`src/rtl/ptw_pkg.sv`:
```
package ptw_pkg;

  typedef enum logic [2:0] {
    ST_IDLE,
    ST_REQ1,
    ST_WAIT1,
    ST_REQ2,
    ST_WAIT2,
    ST_DONE
  } walkState_e;

  typedef struct packed {
    logic capWalk;   // latch a new walk
    logic capTop;    // latch first-level entry
    logic capLeaf;   // latch last-level entry
    logic levelSel;  // 0: first-level address, 1: second-level address
  } dpStrobe_t;

  localparam logic [1:0] KIND_OK   = 2'd0;
  localparam logic [1:0] KIND_PAGE = 2'd1;
  localparam logic [1:0] KIND_PROT = 2'd2;

  localparam int PTE_VALID_BIT = 0;
  localparam int PTE_PERM_LSB  = 1;
  localparam int PERM_W        = 3;
  localparam int PTE_PPN_LSB   = 4;

endpackage

```
`src/rtl/ptwDatapath.sv`:
```
module ptwDatapath
  import ptw_pkg::*;
#(
  parameter int LVL_BITS  = 3,
  parameter int PTE_LOG2  = 3,
  parameter int PAGE_LOG2 = 12,
  parameter int PPN_W     = 8
) (
  input  logic                           clk,
  input  logic                           rstN,
  input  dpStrobe_t                      strobe,
  input  logic [2*LVL_BITS-1:0]          walkVpn,
  input  logic [PPN_W+PAGE_LOG2-1:0]     walkBase,
  input  logic [PAGE_LOG2-1:0]           walkOffset,
  input  logic [PERM_W-1:0]              reqPerm,
  input  logic [(8<<PTE_LOG2)-1:0]       memRespData,
  output logic [PPN_W+PAGE_LOG2-1:0]     memReqAddr,
  output logic                           pteValid,
  output logic                           permOk,
  output logic [2*LVL_BITS-1:0]          vpnQ,
  output logic [PPN_W-1:0]               ppnQ,
  output logic [PERM_W-1:0]              permQ,
  output logic [PPN_W+PAGE_LOG2-1:0]     paddr
);

  localparam int VPN_W  = 2 * LVL_BITS;
  localparam int PA_W   = PPN_W + PAGE_LOG2;
  localparam int DATA_W = 8 << PTE_LOG2;

  logic [PA_W-1:0]      baseQ;
  logic [PA_W-1:0]      nextBaseQ;
  logic [PAGE_LOG2-1:0] offQ;
  logic [PERM_W-1:0]    reqQ;

  logic [PPN_W-1:0]  respPpn;
  logic [PERM_W-1:0] respPerm;
  logic [PERM_W-1:0] mergedPerm;
  logic [PA_W-1:0]   idxHi;
  logic [PA_W-1:0]   idxLo;

  assign respPpn    = memRespData[PTE_PPN_LSB +: PPN_W];
  assign respPerm   = memRespData[PTE_PERM_LSB +: PERM_W];
  assign pteValid   = memRespData[PTE_VALID_BIT];
  assign mergedPerm = permQ & respPerm;
  assign permOk     = ((reqQ & ~mergedPerm) == '0);

  assign idxHi = PA_W'(vpnQ[VPN_W-1 -: LVL_BITS]) << PTE_LOG2;
  assign idxLo = PA_W'(vpnQ[LVL_BITS-1:0]) << PTE_LOG2;

  always_comb begin
    if (strobe.levelSel) memReqAddr = nextBaseQ + idxLo;
    else                 memReqAddr = baseQ + idxHi;
  end

  assign paddr = {ppnQ, offQ};

  always_ff @(posedge clk) begin
    if (!rstN) begin
      vpnQ      <= '0;
      baseQ     <= '0;
      offQ      <= '0;
      reqQ      <= '0;
      nextBaseQ <= '0;
      ppnQ      <= '0;
      permQ     <= '0;
    end else begin
      if (strobe.capWalk) begin
        vpnQ  <= walkVpn;
        baseQ <= walkBase;
        offQ  <= walkOffset;
        reqQ  <= reqPerm;
        permQ <= '1;
      end
      if (strobe.capTop) begin
        nextBaseQ <= {respPpn, {PAGE_LOG2{1'b0}}};
        permQ     <= mergedPerm;
      end
      if (strobe.capLeaf) begin
        ppnQ  <= respPpn;
        permQ <= mergedPerm;
      end
    end
  end

  // Second-level reads stay inside the page named by the first-level entry.
  AST_L2_IN_PAGE: assert property (@(posedge clk) disable iff (!rstN)
    strobe.levelSel |-> (memReqAddr[PA_W-1:PAGE_LOG2] == nextBaseQ[PA_W-1:PAGE_LOG2]))
    else $error("second-level address left its page");

  // Latching an entry never grants a permission that was not held before.
  AST_PERM_NARROW: assert property (@(posedge clk) disable iff (!rstN)
    (strobe.capTop || strobe.capLeaf) |=> ((permQ & ~$past(permQ)) == '0))
    else $error("permission widened during walk");

endmodule

```
`src/rtl/ptwCtrl.sv`:
```
module ptwCtrl
  import ptw_pkg::*;
(
  input  logic       clk,
  input  logic       rstN,
  input  logic       walkValid,
  input  logic       memReqReady,
  input  logic       memRespValid,
  input  logic       pteValid,
  input  logic       permOk,
  input  logic [19:0] memReqAddrMon,
  output logic       walkReady,
  output logic       memReqValid,
  output dpStrobe_t  strobe,
  output logic       doneValid,
  output logic [1:0] doneKind,
  output logic       doneLevel
);

  walkState_e state, stateNext;
  logic [1:0] kindQ, kindNext;
  logic       levelQ, levelNext;

  assign walkReady   = (state == ST_IDLE);
  assign memReqValid = (state == ST_REQ1) || (state == ST_REQ2);
  assign doneValid   = (state == ST_DONE);
  assign doneKind    = kindQ;
  assign doneLevel   = levelQ;

  always_comb begin
    strobe          = '0;
    strobe.capWalk  = (state == ST_IDLE) && walkValid;
    strobe.levelSel = (state == ST_REQ2) || (state == ST_WAIT2);
    strobe.capTop   = (state == ST_WAIT1) && memRespValid && pteValid;
    strobe.capLeaf  = (state == ST_WAIT2) && memRespValid && pteValid;
  end

  always_comb begin
    stateNext = state;
    kindNext  = kindQ;
    levelNext = levelQ;
    unique case (state)
      ST_IDLE:  if (walkValid) stateNext = ST_REQ1;
      ST_REQ1:  if (memReqReady) stateNext = ST_WAIT1;
      ST_WAIT1: begin
        if (memRespValid) begin
          if (!pteValid) begin
            kindNext  = KIND_PAGE;
            levelNext = 1'b0;
            stateNext = ST_DONE;
          end else begin
            stateNext = ST_REQ2;
          end
        end
      end
      ST_REQ2:  if (memReqReady) stateNext = ST_WAIT2;
      ST_WAIT2: begin
        if (memRespValid) begin
          levelNext = 1'b1;
          stateNext = ST_DONE;
          if (!pteValid)    kindNext = KIND_PAGE;
          else if (!permOk) kindNext = KIND_PROT;
          else              kindNext = KIND_OK;
        end
      end
      ST_DONE:  stateNext = ST_IDLE;
      default:  stateNext = ST_IDLE;
    endcase
  end

  always_ff @(posedge clk) begin
    if (!rstN) begin
      state  <= ST_IDLE;
      kindQ  <= KIND_OK;
      levelQ <= 1'b0;
    end else begin
      state  <= stateNext;
      kindQ  <= kindNext;
      levelQ <= levelNext;
    end
  end

  AST_REQ_HOLD: assert property (@(posedge clk) disable iff (!rstN)
    (memReqValid && !memReqReady) |=> (memReqValid && $stable(memReqAddrMon)))
    else $error("request dropped or moved before taken");

  AST_IDLE_QUIET: assert property (@(posedge clk) disable iff (!rstN)
    walkReady |-> (!memReqValid && !doneValid))
    else $error("idle walker is active");

  AST_DONE_PULSE: assert property (@(posedge clk) disable iff (!rstN)
    doneValid |=> (!doneValid && walkReady))
    else $error("done strobe longer than one cycle");

  AST_L1_FAULT_STOP: assert property (@(posedge clk) disable iff (!rstN)
    ((state == ST_WAIT1) && memRespValid && !pteValid) |=>
      (doneValid && !memReqValid && doneKind == KIND_PAGE))
    else $error("first-level fault did not end walk");

endmodule

```
`src/rtl/ptWalker.sv`:
```
module ptWalker
  import ptw_pkg::*;
#(
  parameter int LVL_BITS  = 3,
  parameter int PTE_LOG2  = 3,
  parameter int PAGE_LOG2 = 12,
  parameter int PPN_W     = 8
) (
  input  logic                          clk,
  input  logic                          rstN,
  input  logic                          walkValid,
  output logic                          walkReady,
  input  logic [2*LVL_BITS-1:0]         walkVpn,
  input  logic [PPN_W+PAGE_LOG2-1:0]    walkBase,
  input  logic [PAGE_LOG2-1:0]          walkOffset,
  input  logic [2:0]                    reqPerm,
  output logic                          memReqValid,
  input  logic                          memReqReady,
  output logic [PPN_W+PAGE_LOG2-1:0]    memReqAddr,
  input  logic                          memRespValid,
  input  logic [(8<<PTE_LOG2)-1:0]      memRespData,
  output logic                          doneValid,
  output logic [1:0]                    doneKind,
  output logic                          doneLevel,
  output logic [2*LVL_BITS-1:0]         doneVpn,
  output logic [PPN_W-1:0]              donePpn,
  output logic [2:0]                    donePerm,
  output logic [PPN_W+PAGE_LOG2-1:0]    donePaddr,
  output logic                          fillValid
);

  localparam int PA_W = PPN_W + PAGE_LOG2;

  dpStrobe_t strobe;
  logic      pteValid;
  logic      permOk;
  logic [19:0] addrMon;

  assign addrMon = 20'(memReqAddr);

  ptwCtrl u_ctrl (
    .clk          (clk),
    .rstN         (rstN),
    .walkValid    (walkValid),
    .memReqReady  (memReqReady),
    .memRespValid (memRespValid),
    .pteValid     (pteValid),
    .permOk       (permOk),
    .memReqAddrMon(addrMon),
    .walkReady    (walkReady),
    .memReqValid  (memReqValid),
    .strobe       (strobe),
    .doneValid    (doneValid),
    .doneKind     (doneKind),
    .doneLevel    (doneLevel)
  );

  ptwDatapath #(
    .LVL_BITS (LVL_BITS),
    .PTE_LOG2 (PTE_LOG2),
    .PAGE_LOG2(PAGE_LOG2),
    .PPN_W    (PPN_W)
  ) u_dp (
    .clk        (clk),
    .rstN       (rstN),
    .strobe     (strobe),
    .walkVpn    (walkVpn),
    .walkBase   (walkBase),
    .walkOffset (walkOffset),
    .reqPerm    (reqPerm),
    .memRespData(memRespData),
    .memReqAddr (memReqAddr),
    .pteValid   (pteValid),
    .permOk     (permOk),
    .vpnQ       (doneVpn),
    .ppnQ       (donePpn),
    .permQ      (donePerm),
    .paddr      (donePaddr)
  );

  assign fillValid = doneValid && (doneKind == KIND_OK);

  AST_FILL_PAGE_OFFSET: assert property (@(posedge clk) disable iff (!rstN)
    fillValid |-> (donePaddr[PA_W-1:PAGE_LOG2] == donePpn))
    else $error("fill address disagrees with PPN");

endmodule

```
`config.mk`:
```
export PLATFORM = sky130hd
export DESIGN_NAME = ptWalker
export DESIGN_NICKNAME = d
export VERILOG_FILES = /design/src/rtl/ptw_pkg.sv /design/src/rtl/ptwDatapath.sv /design/src/rtl/ptwCtrl.sv /design/src/rtl/ptWalker.sv
export SDC_FILE = /design/constraint.sdc
export NUM_CORES = 1
export LEC_CHECK = 0
export BUFFER_PORTS_ARGS = -buffer_cell sky130_fd_sc_hd__buf_2
export CAP_MARGIN = 20
export CELL_PAD_IN_SITES_DETAIL_PLACEMENT = 0
export CELL_PAD_IN_SITES_GLOBAL_PLACEMENT = 2
export CORE_ASPECT_RATIO = 1.75
export CORE_MARGIN = 8
export CORE_UTILIZATION = 21
export DETAILED_ROUTE_END_ITERATION = 12
export MAX_ROUTING_LAYER = met4
export PLACE_DENSITY_LB_ADDON = 0.1
export SLEW_MARGIN = 20
export SYNTH_ARGS = -nofsm -noshare
export SYNTH_HDL_FRONTEND = slang
export SYNTH_SLANG_ARGS = --single-unit
```
`constraint.sdc`:
```
create_clock -name clk -period 1.95 [get_ports clk]
set_input_delay 0.195 -clock clk [delete_from_list [all_inputs] [get_ports clk]]
set_output_delay 0.195 -clock clk [all_outputs]
set_load 0.03 [all_outputs]
```
## Word-level counts from Yosys, hierarchy flattened

Index checks and enable logic that the tools add are counted.

- Output and inout port bits: 64
- Latch bits: 0
- Memory bits (writable): 0
- ROM bits: 0
- Memories: 0
- Register bits after elaboration: 66

- Eq/ne operators: 11
- Multiplexer cells: 21
- Reduce and logical (&&, ||, !) cells: 15
- Divide/modulo/power cells: 0
- Multiply operators: 0
- Bitwise logic cells: 3
- Shift operators: 0
- Add/sub/neg operators: 2
- Order comparisons: 0

Operator list:

| operator | number |
|---|---|
| adder 20 x 6 -> 20 bit | 2 |
| two-way mux 3 bit | 9 |
| two-way mux 20 bit | 1 |
| one-hot mux 3 bit (5 select lines) | 1 |
| inequality test 2 bit (second input constant) | 6 |
| two-way mux 2 bit | 5 |
| AND 3 bit | 2 |
| equality test 3 x 2 -> 1 bit (second input constant) | 2 |
| equality test 3 bit (second input constant) | 2 |
| logical AND 1 bit | 6 |
| logical NOT 3 bit | 2 |
| AND reduction 5 bit | 1 |
| one-hot mux 2 bit (2 select lines) | 1 |
| AND reduction 4 bit | 1 |
| equality test 3 x 1 -> 1 bit (second input constant) | 1 |
| two-way mux 1 bit | 3 |
| inverter 3 bit | 1 |
| nonzero test 3 bit | 1 |
| logical NOT 2 bit | 1 |
| logical OR 1 bit | 2 |
| one-hot mux 1 bit (2 select lines) | 1 |
| nonzero test 2 bit | 1 |

## Logic depth before layout (Yosys ltp)

Gate-level depths: netlist of the first run.

- Word-level depth: 8
- Depth in mapped cells: 7
- Gate-level depth less buffers: 6

## Hierarchy

From an unflattened synthesis of the first run, not the netlist that was laid out.

- Cell total of the unflattened synthesis: 337
- Area, all modules: 3,254.4 µm²

By module, submodules not included:

| module | area an instance (µm²) | cells each | instances |
|---|---|---|---|
| ptwDatapath | 2,875.3 | 292 | 1 |
| ptwCtrl | 366.6 | 44 | 1 |
| ptWalker | 12.5 | 1 | 1 |

## Worst setup path before layout of the first run

OpenSTA, ideal clock, no wires.

- Path kind: flip-flop to output port
- Start: register u_dp.vpnQ[3]
- End: output port memReqAddr[13]
- Path buffers: 0
- Required time: 1.755 ns
- Stages on the path, launching flop included: 7
- Slack: -0.498 ns
- Data arrival time: 2.253 ns
- Path through: dfxtp_1 ha_1 fa_1 a21oi_1 nor4b_1 xnor2_1 o21ai_0

- Longest elaborated chain between the ends: 2

Ends and longest elaborated chain:

| element | RTL line | RTL |
|---|---|---|
| start, declared | ptwDatapath.sv:20 | `output logic [2*LVL_BITS-1:0] vpnQ,` |
| start signal, assigned | ptwDatapath.sv:68 | `vpnQ <= walkVpn;` |
| adder 20 x 6 -> 20 bit | ptwDatapath.sv:52 | `else memReqAddr = baseQ + idxHi;` |
| two-way mux 20 bit | ptwDatapath.sv:51 | `if (strobe.levelSel) memReqAddr = nextBaseQ + idxLo;` |
| end, declared | ptWalker.sv:19 | `output logic [PPN_W+PAGE_LOG2-1:0] memReqAddr,` |

No other way between the ends.

## Worst setup path in the final report of the first run

- Start: register u_dp.vpnQ[5]
- End: output port memReqAddr[16]

Same word-level chain as after synthesis.

==> metrics.md, run 1 <==
| Metric | Value |
|---|---|
| Final Max Tran Viols | `0` |
| Synth async-reset ratio | `0` |
| DIE AREA | `about 19000 sq um` |
| Gate count after technology mapping | `387` |
| Mux cell area share after synthesis | `0.0548` |
| Worst clock skew | `just over 7 ps` |
| Fin cells | `just over 700` |
| Peak Freq | `440 MHz` |
| Total GRT Usage | `0.122` |
| Finish-stage setup viols | `13` |
| CTS tree | `done` |
| Register area share after synthesis | `0.426` |
| Die Y | `177 um` |
| Post-CTS Hold Buffers | `0` |
| Rows | `59` |
| WL met2 | `between 6000 and 7000 um` |
| Register Area | `between 1000 and 1500 sq um` |
| Largest net degree at the start of global routing | `45` |
| Placeable Area | `around 15000 sq um` |
| Nature of the critical path endpoint | `primary output` |
| Synth top area share | `0.426` |
| Final wirelength | `11400 um` |
| Die width | `108 um` |
| Iteration-0 DRC count of the detailed router | `87` |
| Leak pwr | `~0.0022 uW` |
| Xor-xnor portion of the synthesized cell area | `0.0310` |
| Slew margin rel. | `0.567` |
| Hold Violations, Final | `0` |
| Dpl hpwl | `~8500 um` |
| Initial Util | `0.211` |
| Via density | `around 4.3` |
| Power Density | `about 880 nW/um^2` |
| Clk_lat worst skew | `approximately 330 ps` |
| Post-synthesis compound-gate area fraction | `0.154` |
| First-pass GRT wire length | `17400 um` |
| Leading area contributor after synthesis | `dfxtp_1` |
| Post-route minimum period | `2270 ps` |
| Main synth FF type | `dfxtp_1` |
| RSZ-0062 raised after global routing | `yes` |
| Synthesized Nets | `around 500` |
| Worst hold path type | `input pin to flip-flop` |
| GRT Residual Overflow | `0` |
| Slowest stage cell, crit path | `or4_4` |
| I/O pin cnt | `roughly 170` |
| Area Overhead vs Synth | `55.9%` |
| Max cap viols | `0` |
| Yosys warnings | `0` |
| Worst setup margin | `-325 ps` |
| Via count | `between 3000 and 4000` |
| Synth Area in Simple Gates | `0.258` |
| Final period util | `1.17` |
| Crit start category | `flip-flop` |
| Placed Cells | `a little under 700` |
| # diodes | `0` |
| Worst VDD drop | `between 0.0004 and 0.0005 V` |
| Syn avg cell area | `approximately 8.0 sq um` |
| Status | `finished with violations` |
| Final Core Density | `0.329` |
| Routability-driven placement congestion ratio | `around 0.8` |
| Setup CP Type | `flip-flop to primary output` |
| Share of cells above drive strength 1 | `0.422` |
| Worst Tran Pin Value | `approximately 650 ps` |
| Met3 Wirelength | `537 um` |
| Remaining DRCs | `0` |
| Adder-Cell Fraction of Synth Area | `0.0185` |
| Port bufs | `about 120` |
| Crit-path max cell delay | `520 ps` |
| Post-layout net count | `between 600 and 700` |
| Flops & latches, synth | `66` |
| Initial antenna violation count | `0` |
| # H-tree levels | `3` |
| Area of the multi-input gates | `~1900 sq um` |
| Violated checks | `negative setup slack` |
| Clock Pin Slew Worst Setup and Hold Paths | `around 60 ps` |
| Vias in the first global route | `3214` |
| DRT met1 WL | `between 4000 and 5000 um` |
| Routed len/inst | `between 15 and 20 um` |
| Worst path arrival time | `between 2000 and 2500 ps` |
| Hold WS | `around 95 ps` |
| CTS Sinks | `66` |
| Clock buffer depth | `2` |
| Synth Cell Area | `3100 sq um` |
| Synth unique cells | `48` |
| Antenna Nets Post-Route | `0` |
| Top Layer Used | `met4` |
| # fillers | `1597` |
| CP Max Fanout | `4` |
| CP required | `between 1500 and 2000 ps` |
| Area contributors post-synth | `dfxtp_1, nand2_1, a21oi_1, mux2i_1, nor2_1` |
| Largest family of logic cells by synthesized area | `simple AND/OR/NAND/NOR gates` |
| Root buf cell | `clkbuf_16` |
| CP Cell Sequence | `ha_4 -> nand3_4 -> and2_4 -> or4_4 -> a31oi_4 -> buf_6` |
| Number of synthesized flops with an enable pin | `0` |
| DRT Pass-1 Iters | `4` |
| Total CTS buffers | `9` |
==> cell families (layout without fill, tap and decap cells) <==
group,Yosys count,in the layout
simple gates,175,176
compound gates,79,79
flops,66,66
buf+inv,35,180
mux,17,17
xor+xnor,11,11
fa+ha+maj,4,4
==> per-stage QoR <==
stage	instance area, sq um	setup TNS, ps	power, uW	setup WS [ps]
2_1_floorplan	3220	-212	1980	-74.1
3_5_place_dp	4160	-1100	2290	-215
3_3_place_gp	4160	-1070	2290	-208
5_1_grt	4840	-4000	4470	-390
4_1_cts	4640	-4090	4300	-399
6_report	4840	-2960	4240	-325
==> worst paths after layout <==
path,start,endpoint,slack [ps],cells past startpoint
max,u_dp.vpnQ[5]$_SDFFE_PN0P_,memReqAddr[16],-320,6
min,walkOffset[10],u_dp.offQ[10]$_SDFFE_PN0P_,100,3
max reg2reg,u_ctrl.state[1]$_SDFFE_PN0P_,u_dp.nextBaseQ[14]$_SDFFE_PN0P_,260,6
min reg2reg,u_dp.baseQ[2]$_SDFFE_PN0P_,u_dp.baseQ[2]$_SDFFE_PN0P_,450,2
==> layout by cell type (no fill, tap or decap), drive strengths merged, types with 7 or more instances in the layout <==
cell    Yosys  final
buf        20    161
mux2i      17     17
o21ai      11     11
clkbuf     12     10
and2        7      7
nand2     103    103
a21oi      38     38
dfxtp      66     66
nor2       31     31
a21boi     11     11
==> per-layer routing <==
metal  up-vias  GRT usage
met5         -          -
met4         0     0.0442
met3         9     0.0295
met2        68      0.214
met1      1429      0.127
li1       1583          -
==> worst max-delay path: cells and delay by family (launching register included) <==
kind,cells,cell delay (ps)
compound gates,1,190
fa+ha+maj,1,290
simple gates,3,760
flops,1,350
buf+inv,1,150
==> Yosys cell counts (all sizes together), types with 2 or more instances <==
library cell / count
a211oi: 3
a21boi: 11
a21oi: 38
a31oi: 5
and2: 7
and4: 3
buf: 20
clkbuf: 12
dfxtp: 66
ha: 3
inv: 3
mux2i: 17
nand2: 103
nand3: 4
nand4: 4
nor2: 31
nor2b: 6
nor3b: 4
nor4b: 3
o21a: 2
o21ai: 11
o31ai: 2
or4: 2
xnor2: 6
xor2: 5
==> report_power, final <==
| part | internal, uW | switching (uW) | leakage [uW] | total (uW) |
|---|---|---|---|---|
| Clock | 1290 | 631 | 0.000169 | 1920 |
| Sequential | 1430 | 54.9 | 0.000543 | 1480 |
| Combinational | 330 | 512 | 0.00152 | 842 |
| Total | 3050 | 1200 | 0.00223 | 4240 |
==> layout make-up <==
| type | count | share of cell area |
|---|---|---|
| Multi-Input combinational cell | 287 | 0.388 |
| Clock inverter | 6 | 0.0233 |
| Inverter | 3 | 0.00233 |
| Timing Repair Buffer | 161 | 0.213 |
| Tap cell | 183 | 0.0473 |
| Clock buffer | 10 | 0.0494 |
| Sequential cell | 66 | 0.276 |
==> registers in the layout, indices dropped and copies added (netlist names) <==
register and cells:
u_dp.baseQ 20, u_dp.offQ 12, u_dp.nextBaseQ 8, u_dp.ppnQ 8, u_dp.vpnQ 6, u_ctrl.state 3
u_dp.permQ 3, u_dp.reqQ 3, u_ctrl.doneKind 2, u_ctrl.doneLevel 1
==> timing repair <==
action / CTS / global route
setup buffers: 3 / 5
gates cloned: 0 / 1
resized for setup: 33 / 34
endpoints found under the setup margin: 15 / 20
pin swaps: 15 / 18
Power figures use the tool's default switching activity.
==> run 2, diff against run 1 <==
==> constraint.sdc (replaced) <==
create_clock -name clk -period 1.95 [get_ports clk]
set_input_delay 0.195 -clock clk [delete_from_list [all_inputs] [get_ports clk]]
set_output_delay 0.195 -clock clk [all_outputs]
set_load 0.1 [all_outputs]
==> run 2 against run 1 <==
The flow still finishes with violations (negative setup slack). Register-to-register slack improved by 20 ps. Non-clock buffer count decreased by 2. Cell count decreased by 0.56%. Design area increased by 7.6%. Routed wire length decreased by 0.70%. First-iteration DRC count increased by 2.3%.
==> metrics.md, run 2 (synthesized netlist as in run 1, its figures left out) <==
| Metric | Value |
|---|---|
| Status | `finished with violations` |
| Violated checks | `negative setup slack` |
| Hold Violations, Final | `0` |
| Slowest stage cell, crit path | `fa_2` |
| Rows | `a little under 60` |
| Port bufs | `approximately 120` |
| Worst Tran Pin Value | `~580 ps` |
| Via density | `4.35` |
| Worst Hold Endpoint | `u_dp.vpnQ[4]$_SDFFE_PN0P_` |
| Post-route minimum period | `roughly 2400 ps` |
| Final Core Density | `0.354` |
| Min-delay src | `walkVpn[4]` |
| CP Cell Sequence | `ha_4 -> fa_2 -> buf_6 -> a21o_4 -> nand4_1 -> xor2_2 -> o21ai_4 -> buf_12` |
| Worst setup margin | `-402 ps` |
| Top reg by flops | `u_dp.baseQ` |
| # diodes | `0` |
| Commonest non-fill, non-tap cells in the layout | `buf_2, nand2_1, dfxtp_1` |
| Max FFs per register | `20` |
| Dpl hpwl | `8470 um` |
| Slew margin rel. | `0.613` |
| Buf+Inv Stages, Crit Path | `2` |
| Commonest non-fill, non-tap cell in the layout | `buf_2` |
| First-pass GRT wire length | `approximately 18000 um` |
| Worst clock skew | `~7.8 ps` |
| Routability-driven placement congestion ratio | `0.737` |
| Antenna Nets Post-Route | `0` |
| Clk_lat worst skew | `approximately 330 ps` |
| I/O pin cnt | `between 150 and 200` |
| Power Density | `about 880 nW/um^2` |
| R2R Setup Slk | `280 ps` |
| Peak Freq | `around 430 MHz` |
| Overall power | `approximately 4600 uW` |
| CTS tree | `done` |
| Placeable Area | `~15000 sq um` |
| Total GRT Usage | `0.126` |
| Worst flop-to-flop path endpoint | `u_dp.nextBaseQ[17]$_SDFFE_PN0P_` |
| Largest net degree at the start of global routing | `45` |
| FF-to-FF path depth | `6` |
| Leak pwr | `between 0.002 and 0.0025 uW` |
| Vias in the first global route | `3253` |
| Crit-path max cell delay | `360 ps` |
| Die width | `between 100 and 150 um` |
| Clock buffer depth | `2` |
| Die Y | `between 150 and 200 um` |
| Top flop regs | `u_dp.baseQ: 20 flops, u_dp.offQ: 12 flops` |
| Routed len/inst | `roughly 16 um` |
| Area Overhead vs Synth | `67.7%` |
| Final instance area | `about 5200 sq um` |
| Nature of the critical path endpoint | `primary output` |
| Hold WS | `roughly 94 ps` |
| Worst VDD drop | `0.000485 V` |
| WHS Path Cells | `3` |
| # fillers | `about 1600` |
| Final period util | `1.21` |
| CTS Sinks | `66` |
| Worst path arrival time | `2160 ps` |
| Critical path's top delay family | `adder cells` |
| Post-CTS Hold Buffers | `0` |
| DIE AREA | `19100 sq um` |
| Initial Util | `0.211` |
| RSZ-0062 raised after global routing | `yes` |
| Final Max Tran Viols | `0` |
| GRT Residual Overflow | `0` |
| Iteration-0 DRC count of the detailed router | `89` |
| Post-layout net count | `639` |
| Clock Pin Slew Worst Setup and Hold Paths | `about 60 ps` |
| Share of cells above drive strength 1 | `0.454` |
| Initial antenna violation count | `0` |
| Reg2Reg Launch Point | `u_ctrl.state[1]$_SDFFE_PN0P_` |
| Finish-stage setup viols | `17` |
| Max cap viols | `0` |
| Worst hold path type | `input pin to flip-flop` |
| # H-tree levels | `3` |
| CP required | `~1800 ps` |
| Final wirelength | `roughly 11000 um` |
| Setup CP Type | `flip-flop to primary output` |
| Remaining DRCs | `0` |
| Crit start category | `flip-flop` |
| Placed instance area | `around 4600 sq um` |
| CP Max Fanout | `4` |
| DRT Pass-1 Iters | `4` |
| Via count | `3100` |
| Total CTS buffers | `9` |
| Root buf cell | `clkbuf_16` |
## run 2: worst max-delay path by stage
stage,to,cells after the start,startpoint
floorplan,memReqAddr[18],6,u_dp.vpnQ[5]$_SDFFE_PN0P_
global placement,memReqAddr[13],7,u_dp.vpnQ[3]$_SDFFE_PN0P_
detailed placement,memReqAddr[13],7,u_dp.vpnQ[3]$_SDFFE_PN0P_
CTS,memReqAddr[15],8,u_dp.vpnQ[3]$_SDFFE_PN0P_
global route,memReqAddr[15],8,u_dp.vpnQ[3]$_SDFFE_PN0P_
finish,memReqAddr[15],8,u_dp.vpnQ[3]$_SDFFE_PN0P_
## run 2: cell type report
type	count	area, sq um	area share
multi-input cells	286	2070	0.397
flip-flops and latches	66	1340	0.257
repair buffers	159	1260	0.243
clock buffers	10	239	0.0459
well taps	183	229	0.0440
clock inverters	5	53.8	0.0103
inverters	3	11.3	0.00216
## run 2: worst register-to-register path, cell delays in order (launching register included)
cell and delay [ps]:
dfxtp_1 350, buf_4 200, nor2b_1 240, nand4b_1 270, buf_4 280, mux2i_1 170, nor2_1 50
## run 2: power by group
group / switching [uW] / internal [uW] / leakage (uW) / total, uW
Clock: 625 / 1010 / 0.000145 / 1640
Sequential: 63.5 / 1430 / 0.000543 / 1490
Combinational: 1000 / 455 / 0.00158 / 1450
## run 2: per-layer routing
| metal | wire length [um] | up-vias | global-route usage |
|---|---|---|---|
| met1 | 4390 | 1444 | 0.133 |
| met4 | 165 | 0 | 0.0436 |
| li1 | - | 1574 | - |
| met2 | 6260 | 71 | 0.225 |
| met5 | 0 | - | - |
| met3 | 460 | 11 | 0.0233 |
## run 2: stage by stage
step	cells	setup TNS, ps	setup WS, ps
2_1_floorplan	387	-3340	-482
3_3_place_gp	689	-852	-212
3_5_place_dp	689	-886	-248
4_1_cts	709	-4270	-447
5_1_grt	712	-5440	-473
6_report	712	-4210	-402
## run 2: timing repair
action                                  in CTS  in global routing
gates cloned                                 0                  0
pin swaps                                   17                  8
endpoints found under the setup margin      17                 17
resized for setup                           28                 11
buffers inserted                             5                  3
